<file path="config.mk">
export PLATFORM = sky130hd
export DESIGN_NAME = sdcmd_engine
export DESIGN_NICKNAME = d
export VERILOG_FILES = /design/src/rtl/sdcmd_pkg.sv /design/src/rtl/sdcmd_tx.sv /design/src/rtl/sdcmd_rx.sv /design/src/rtl/sdcmd_engine.sv
export SDC_FILE = /design/constraint.sdc
export NUM_CORES = 1
export LEC_CHECK = 0
export ABC_AREA = 1
export ABC_CLOCK_PERIOD_IN_PS = 5580
export BUFFER_PORTS_ARGS = -buffer_cell sky130_fd_sc_hd__buf_2
export CORE_ASPECT_RATIO = 2
export CORE_MARGIN = 2
export CORE_UTILIZATION = 60
export CTS_BUF_LIST = sky130_fd_sc_hd__clkbuf_8
export DETAILED_ROUTE_END_ITERATION = 7
export GPL_TIMING_DRIVEN = 1
export PLACE_DENSITY_LB_ADDON = 0.12
export SYNTH_ARGS = -nofsm -noshare
export SYNTH_HDL_FRONTEND = slang
export SYNTH_HIERARCHICAL = 1
export SYNTH_SLANG_ARGS = --single-unit
</file>
<file path="constraint.sdc">
create_clock -name clk -period 5.58 [get_ports clk]
set_input_delay 0.279 -clock clk [delete_from_list [all_inputs] [get_ports clk]]
set_output_delay 0.279 -clock clk [all_outputs]
set_load 0.005 [all_outputs]
</file>
<file path="src/rtl/sdcmd_pkg.sv">
package sdcmd_pkg;

    localparam int SHORT_W  = 48;
    localparam int LONG_W   = 136;
    localparam int HDR_W    = 8;
    localparam int FRAME_W  = 48;
    localparam int BODY_W   = FRAME_W - 8;
    localparam int CNT_W    = $clog2(LONG_W + 1);

    typedef enum logic [2:0] {
        RSP_NONE        = 3'd0,
        RSP_SHORT       = 3'd1,
        RSP_SHORT_NOCRC = 3'd2,
        RSP_LONG        = 3'd3,
        RSP_SHORT_BUSY  = 3'd4
    } rsp_mode_e;

    typedef enum logic [3:0] {
        S_IDLE,
        S_SEND,
        S_WAIT,
        S_RECV,
        S_CHECK,
        S_BUSY,
        S_DONE,
        S_FAIL,
        S_HALT
    } eng_state_e;

    function automatic logic [6:0] crc7_step(input logic [6:0] c, input logic b);
        logic fb;
        fb = b ^ c[6];
        return {c[5:0], 1'b0} ^ (fb ? 7'h09 : 7'h00);
    endfunction

    function automatic logic [6:0] crc7_body(input logic [BODY_W-1:0] v);
        logic [6:0] c;
        c = 7'd0;
        for (int i = BODY_W - 1; i >= 0; i--) begin
            c = crc7_step(c, v[i]);
        end
        return c;
    endfunction

endpackage

</file>
<file path="src/rtl/sdcmd_tx.sv">
module sdcmd_tx
    import sdcmd_pkg::*;
(
    input  logic               clk,
    input  logic               rst_n,
    input  logic               load_i,
    input  logic [FRAME_W-1:0] frame_i,
    input  logic               active_i,
    input  logic               fall_i,
    output logic               cmd_out_o,
    output logic               cmd_oe_o,
    output logic               sent_all_o
);

    localparam int TX_CNT_W = $clog2(FRAME_W + 1);

    logic [FRAME_W-1:0]  sr_q;
    logic [TX_CNT_W-1:0] cnt_q;

    assign sent_all_o = (cnt_q == TX_CNT_W'(FRAME_W));

    always_ff @(posedge clk or negedge rst_n) begin
        if (!rst_n) begin
            sr_q      <= '0;
            cnt_q     <= '0;
            cmd_out_o <= 1'b1;
            cmd_oe_o  <= 1'b0;
        end else if (load_i) begin
            sr_q     <= frame_i;
            cnt_q    <= '0;
            cmd_oe_o <= 1'b1;
        end else if (active_i && fall_i) begin
            if (!sent_all_o) begin
                cmd_out_o <= sr_q[FRAME_W-1];
                sr_q      <= {sr_q[FRAME_W-2:0], 1'b0};
                cnt_q     <= cnt_q + 1'b1;
            end else begin
                cmd_out_o <= 1'b1;
                cmd_oe_o  <= 1'b0;
            end
        end
    end

    assert_out_on_fall_R2: assert property (@(posedge clk) disable iff (!rst_n)
        !fall_i |=> $stable(cmd_out_o));

endmodule

</file>
<file path="src/rtl/sdcmd_rx.sv">
module sdcmd_rx
    import sdcmd_pkg::*;
#(
    parameter int TIMEOUT_RISES = 64
) (
    input  logic              clk,
    input  logic              rst_n,
    input  logic              arm_i,
    input  logic              wait_i,
    input  logic              recv_i,
    input  logic              rise_i,
    input  logic              cmd_i,
    input  logic              long_i,
    output logic              start_seen_o,
    output logic              timeout_o,
    output logic              last_bit_o,
    output logic [LONG_W-1:0] sr_o,
    output logic [6:0]        crc_o
);

    localparam int TO_W = $clog2(TIMEOUT_RISES + 1);

    logic [TO_W-1:0]  to_cnt_q;
    logic [CNT_W-1:0] bit_cnt_q;
    logic [CNT_W-1:0] total_bits;
    logic             in_window;

    assign total_bits   = long_i ? CNT_W'(LONG_W) : CNT_W'(SHORT_W);
    assign in_window    = long_i ? (bit_cnt_q >= CNT_W'(HDR_W) && bit_cnt_q < CNT_W'(LONG_W - 8))
                                 : (bit_cnt_q < CNT_W'(SHORT_W - 8));
    assign start_seen_o = wait_i && rise_i && !cmd_i;
    assign timeout_o    = wait_i && rise_i && cmd_i && (to_cnt_q == TO_W'(TIMEOUT_RISES - 1));
    assign last_bit_o   = recv_i && rise_i && (bit_cnt_q == total_bits - 1'b1);

    always_ff @(posedge clk or negedge rst_n) begin
        if (!rst_n) begin
            to_cnt_q  <= '0;
            bit_cnt_q <= '0;
            sr_o      <= '0;
            crc_o     <= '0;
        end else if (arm_i) begin
            to_cnt_q  <= '0;
            bit_cnt_q <= '0;
            crc_o     <= '0;
        end else if (wait_i && rise_i) begin
            if (!cmd_i) begin
                sr_o      <= {sr_o[LONG_W-2:0], 1'b0};
                bit_cnt_q <= CNT_W'(1);
            end else if (!timeout_o) begin
                to_cnt_q <= to_cnt_q + 1'b1;
            end
        end else if (recv_i && rise_i) begin
            sr_o      <= {sr_o[LONG_W-2:0], cmd_i};
            bit_cnt_q <= bit_cnt_q + 1'b1;
            if (in_window) begin
                crc_o <= crc7_step(crc_o, cmd_i);
            end
        end
    end

    assert_to_bound_R8: assert property (@(posedge clk) disable iff (!rst_n)
        to_cnt_q < TO_W'(TIMEOUT_RISES));

endmodule

</file>
<file path="src/rtl/sdcmd_engine.sv">
module sdcmd_engine
    import sdcmd_pkg::*;
#(
    parameter int TIMEOUT_RISES = 64
) (
    input  logic        clk,
    input  logic        rst_n,
    input  logic        clk_rise,
    input  logic        clk_fall,
    input  logic        cmd_start,
    input  logic [5:0]  cmd_index,
    input  logic [31:0] cmd_arg,
    input  logic [2:0]  rsp_mode,
    input  logic        err_clr,
    input  logic        cmd_in,
    output logic        cmd_out,
    output logic        cmd_oe,
    input  logic        dat0_in,
    output logic        cmd_done,
    output logic        err_timeout,
    output logic        err_crc,
    output logic [31:0] rsp_w0,
    output logic [31:0] rsp_w1,
    output logic [31:0] rsp_w2,
    output logic [31:0] rsp_w3
);

    eng_state_e state_q, state_d;
    rsp_mode_e  mode_q;

    logic               tx_load, tx_sent_all;
    logic [FRAME_W-1:0] tx_frame;
    logic [BODY_W-1:0]  tx_body;
    logic               rx_arm, rx_start, rx_timeout, rx_last;
    logic [LONG_W-1:0]  rx_sr;
    logic [6:0]         rx_crc;
    logic               is_long, crc_on, needs_rsp, frame_bad, crc_bad, rsp_bad;

    assign is_long   = (mode_q == RSP_LONG);
    assign crc_on    = (mode_q == RSP_SHORT) || (mode_q == RSP_LONG) || (mode_q == RSP_SHORT_BUSY);
    assign needs_rsp = crc_on || (mode_q == RSP_SHORT_NOCRC);

    assign tx_body  = {2'b01, cmd_index, cmd_arg};
    assign tx_frame = {tx_body, crc7_body(tx_body), 1'b1};
    assign tx_load  = (state_q == S_IDLE) && cmd_start;
    assign rx_arm   = (state_q == S_SEND) && clk_fall && tx_sent_all;

    assign frame_bad = is_long ? (rx_sr[LONG_W-2] || !rx_sr[0])
                               : (rx_sr[SHORT_W-2] || !rx_sr[0]);
    assign crc_bad   = crc_on && (rx_sr[7:1] != rx_crc);
    assign rsp_bad   = frame_bad || crc_bad;

    sdcmd_tx u_tx (
        .clk        (clk),
        .rst_n      (rst_n),
        .load_i     (tx_load),
        .frame_i    (tx_frame),
        .active_i   (state_q == S_SEND),
        .fall_i     (clk_fall),
        .cmd_out_o  (cmd_out),
        .cmd_oe_o   (cmd_oe),
        .sent_all_o (tx_sent_all)
    );

    sdcmd_rx #(.TIMEOUT_RISES(TIMEOUT_RISES)) u_rx (
        .clk          (clk),
        .rst_n        (rst_n),
        .arm_i        (rx_arm),
        .wait_i       (state_q == S_WAIT),
        .recv_i       (state_q == S_RECV),
        .rise_i       (clk_rise),
        .cmd_i        (cmd_in),
        .long_i       (is_long),
        .start_seen_o (rx_start),
        .timeout_o    (rx_timeout),
        .last_bit_o   (rx_last),
        .sr_o         (rx_sr),
        .crc_o        (rx_crc)
    );

    // state register
    always_ff @(posedge clk or negedge rst_n) begin
        if (!rst_n) state_q <= S_IDLE;
        else        state_q <= state_d;
    end

    // next-state logic
    always_comb begin
        state_d = state_q;
        unique case (state_q)
            S_IDLE:  if (cmd_start) state_d = S_SEND;
            S_SEND:  if (clk_fall && tx_sent_all) state_d = needs_rsp ? S_WAIT : S_DONE;
            S_WAIT:  begin
                if (rx_start)        state_d = S_RECV;
                else if (rx_timeout) state_d = S_FAIL;
            end
            S_RECV:  if (rx_last) state_d = S_CHECK;
            S_CHECK: begin
                if (rsp_bad)                       state_d = S_FAIL;
                else if (mode_q == RSP_SHORT_BUSY) state_d = S_BUSY;
                else                               state_d = S_DONE;
            end
            S_BUSY:  if (clk_rise && dat0_in) state_d = S_DONE;
            S_DONE:  state_d = S_IDLE;
            S_FAIL:  state_d = S_HALT;
            S_HALT:  if (err_clr) state_d = S_IDLE;
            default: state_d = S_IDLE;
        endcase
    end

    // registered outputs
    always_ff @(posedge clk or negedge rst_n) begin
        if (!rst_n) begin
            mode_q      <= RSP_NONE;
            err_timeout <= 1'b0;
            err_crc     <= 1'b0;
            rsp_w0      <= '0;
            rsp_w1      <= '0;
            rsp_w2      <= '0;
            rsp_w3      <= '0;
        end else begin
            if (tx_load) begin
                mode_q <= (rsp_mode > 3'd4) ? RSP_NONE : rsp_mode_e'(rsp_mode);
            end
            if (state_q == S_WAIT && state_d == S_FAIL) err_timeout <= 1'b1;
            if (state_q == S_CHECK && state_d == S_FAIL) err_crc <= 1'b1;
            if (state_q == S_HALT && err_clr) begin
                err_timeout <= 1'b0;
                err_crc     <= 1'b0;
            end
            if (state_q == S_CHECK && !rsp_bad) begin
                if (is_long) begin
                    {rsp_w0, rsp_w1, rsp_w2, rsp_w3} <= rx_sr[127:0];
                end else begin
                    rsp_w0 <= rx_sr[39:8];
                    rsp_w1 <= '0;
                    rsp_w2 <= '0;
                    rsp_w3 <= '0;
                end
            end
        end
    end

    always_comb begin
        cmd_done = (state_q == S_DONE) || (state_q == S_FAIL);
    end

    assert_flags_excl_R10: assert property (@(posedge clk) disable iff (!rst_n)
        $onehot0({err_timeout, err_crc}));

    assert_err_with_done_R10: assert property (@(posedge clk) disable iff (!rst_n)
        ($rose(err_timeout) || $rose(err_crc)) |-> cmd_done);

    assert_busy_hold_R9: assert property (@(posedge clk) disable iff (!rst_n)
        (state_q == S_BUSY && !(clk_rise && dat0_in)) |=> (state_q != S_DONE));

    assert_halt_hold_R11: assert property (@(posedge clk) disable iff (!rst_n)
        (state_q == S_HALT && !err_clr) |=> (state_q == S_HALT && !cmd_oe));

endmodule

</file>
==> results.cfg <==
[route]
vias = 14000
ant_nets = 0
drc = 0
viasPerCell = 5.23
wirelength_um = 38400
drt_iter0_drc = 932
wire_per_inst_um = 14.3
drtPass1Iterations = 5

[cts]
cts_tree = built
cts_root_buffer = clkbuf_8
numCtsBuffers = 47
cts-htree-levels = 2
clock_latency_ps = 580
post-cts-setup-buffer-count = 0
cts.sinks = 350
clk_pin_slew_ps = 80
clockBufferDepth = 3

[hold_path]
hold_path_class = input port to flip-flop
hold_depth = 5
min_to = u_tx/sr_q[14]$_DFFE_PN0P_
hold_start = cmd_arg[6]

[power_and_ir_drop]
power.total_uw = 5590
p_int_uw = 3980
p_leak_uw = 0.0106
netSwitchingPower_uw = 1610
ir_worst_vdd_v = 0.000239
combinationalPowerShare_pct = 15.8
swShare_pct = 28.8
clkPwrFrac_pct = 34.5
cellPowerDensity_nw_per_um2 = 299
seqPwrFrac_pct = 49.7

[finish]
area_growth_pct = 11.9
drive_gt1_share_pct = 15.2
fin_nets = 2350
fillerInstances = 2413

[floorplanning]
die_h_um = 240
ios = 182
start_util_pct = 60.8
row_count = 86
fp.dieArea_um2 = 29300
die_w_um = 122
core-area_um2 = 27500

[run]
maxCapViolCount = 0

[global_routing]
grt_max_degree = 176
grt_first_pass_wirelength_um = 64300
antenna_found_initial = 1
grt_overflow = 0
grt_pass1_vias = 13800
track_usage_pct = 26.9

[synthesis]
yosys_warnings = 6
synthCells = 2142
netlist_area_um2 = 16700
avgSynthCellArea_um2 = 7.82

[setup_path]
critical_path_required_ps = 6090
r2r_slack_ps = 1730
crit_fanout = 100
r2r-start = u_tx/cnt_q[0]$_DFFE_PN0P_
startpoint_type = flip-flop
endpoint_kind = flip-flop
critPathKind = flip-flop to flip-flop
r2r_cells = 13
r2r-end = u_rx/sr_o[115]$_DFFE_PN0P_
arrival_ps = 4360

[timing]
rsz0062_at_grt = no
clock_skew_ps = 19.5
tightest_slew_ps = 1020
whs_ps = 28.4
period_minus_slack_ps = 3850
fin_tns_setup_ps = 0
slew_viol_final = 0
finalSetupViolations = 0
slew-limit-headroom_pct = 32.2
period_share_pct = 69.0
fmax_ghz = 0.260
finalHoldViolations = 0

[place]
portBuffers = 181
gp_congestion = 0.874
dp_hpwl_um = 26100

[run_status]
status = complete, no violations
-- layer usage --
metal	GRT usage [%]	up-vias	part of all wire [%]
met5	0	-	0
met4	11.0	0	3.5
met3	4.06	83	4.3
met2	49.0	326	54
met1	31.2	6646	39
li1	-	6975	-
-- sequential cells by signal (all words and copies together), names as in the netlist --
signal	flops
u_rx/sr_o	135
u_tx/sr_q	48
rsp_w0	32
rsp_w1	32
rsp_w2	32
rsp_w3	32
u_rx/bit_cnt_q	8
u_rx/crc_o	7
u_rx/to_cnt_q	7
u_tx/cnt_q	6
state_q	4
mode_q	3
err_crc	1
err_timeout	1
u_tx/cmd_oe_o	1
u_tx/cmd_out_o	1
-- final cells by class --
| class | instances | area, um2 | share of cell area, % |
|---|---|---|---|
| tap | 352 | 440 | 2.35 |
| sequential | 350 | 8760 | 46.8 |
| multi-input combinational | 1500 | 6740 | 36.0 |
| antenna | 1 | 2.50 | 0.0134 |
| clock buffer | 59 | 812 | 4.33 |
| inverter | 196 | 738 | 3.94 |
| clock inverter | 25 | 131 | 0.701 |
| timing repair buffer | 201 | 1110 | 5.92 |
-- cell usage in the layout, fill, tap and decap left out, types with 3 or more instances in the layout --
cell type        n
a21oi_1          8
buf_2          180
buf_4           11
clkbuf_8        59
conb_1           3
dfrtp_1        349
dlygate4sd3_1    7
ha_1             5
inv_1          203
inv_2           12
nand2_1        945
nand2_2         27
nand2_4          3
nand3_1        175
nand3_2          7
nand3b_1         8
nand4_1          9
nor2_1          38
nor2_2           3
nor3_1           9
nor4_1           3
o21a_1          33
o21ai_0        155
or2_2           33
xnor2_1          8
xor2_1           9
-- stage by stage --
step	setup slack [ps]	cells	utilization, %	cell area [um2]
floorplan	2890	2143	-	16800
global placement	1900	2592	64.3	17700
detailed placement	1800	2592	64.3	17700
CTS	1790	2683	68.0	18700
global route	1320	2684	68.0	18700
finish	1730	2684	68.0	18700
-- power groups by stage --
stage	sequential, uW	clock [uW]	combinational [uW]
after floorplan	2800	0	663
after global placement	2820	0	855
after detailed placement	2820	0	886
after CTS	2780	1980	894
after global routing	2800	2090	1030
final	2780	1930	882
-- worst max-delay path by stage --
| stage | end | cells after the start | startpoint | slack [ps] |
|---|---|---|---|---|
| after global placement | u_rx/sr_o[27]$_DFFE_PN0P_ | 13 | u_tx/cnt_q[0]$_DFFE_PN0P_ | 1900 |
| after detailed placement | u_rx/sr_o[113]$_DFFE_PN0P_ | 13 | u_tx/cnt_q[0]$_DFFE_PN0P_ | 1800 |
| after global routing | u_rx/sr_o[125]$_DFFE_PN0P_ | 10 | state_q[2]$_DFF_PN0_ | 1320 |
| final | u_rx/sr_o[115]$_DFFE_PN0P_ | 13 | u_tx/cnt_q[0]$_DFFE_PN0P_ | 1730 |
| after CTS | u_rx/sr_o[122]$_DFFE_PN0P_ | 13 | u_tx/cnt_q[0]$_DFFE_PN0P_ | 1790 |
| after floorplan | u_rx/sr_o[63]$_DFFE_PN0P_ | 13 | u_tx/cnt_q[0]$_DFFE_PN0P_ | 2890 |
-- worst max-delay path, cell delays in order, from the launching register on --
cell and delay, ps:
dfrtp_1 380, inv_1 90, ha_1 210, nand3_2 100
nor2_4 60, nand2_1 80, nor4_1 60, buf_4 170
inv_2 260, nand3_4 630, inv_4 1000, buf_4 500
nand2_1 100, nand2_1 80
-- repair_timing --
item                                    4_1_cts  5_1_grt
endpoints found under the setup margin        0        0
hold buffers                                  7        0
resized for setup                             0        0
endpoints found under the hold margin       127        0
(Power assumes the default switching activity.)
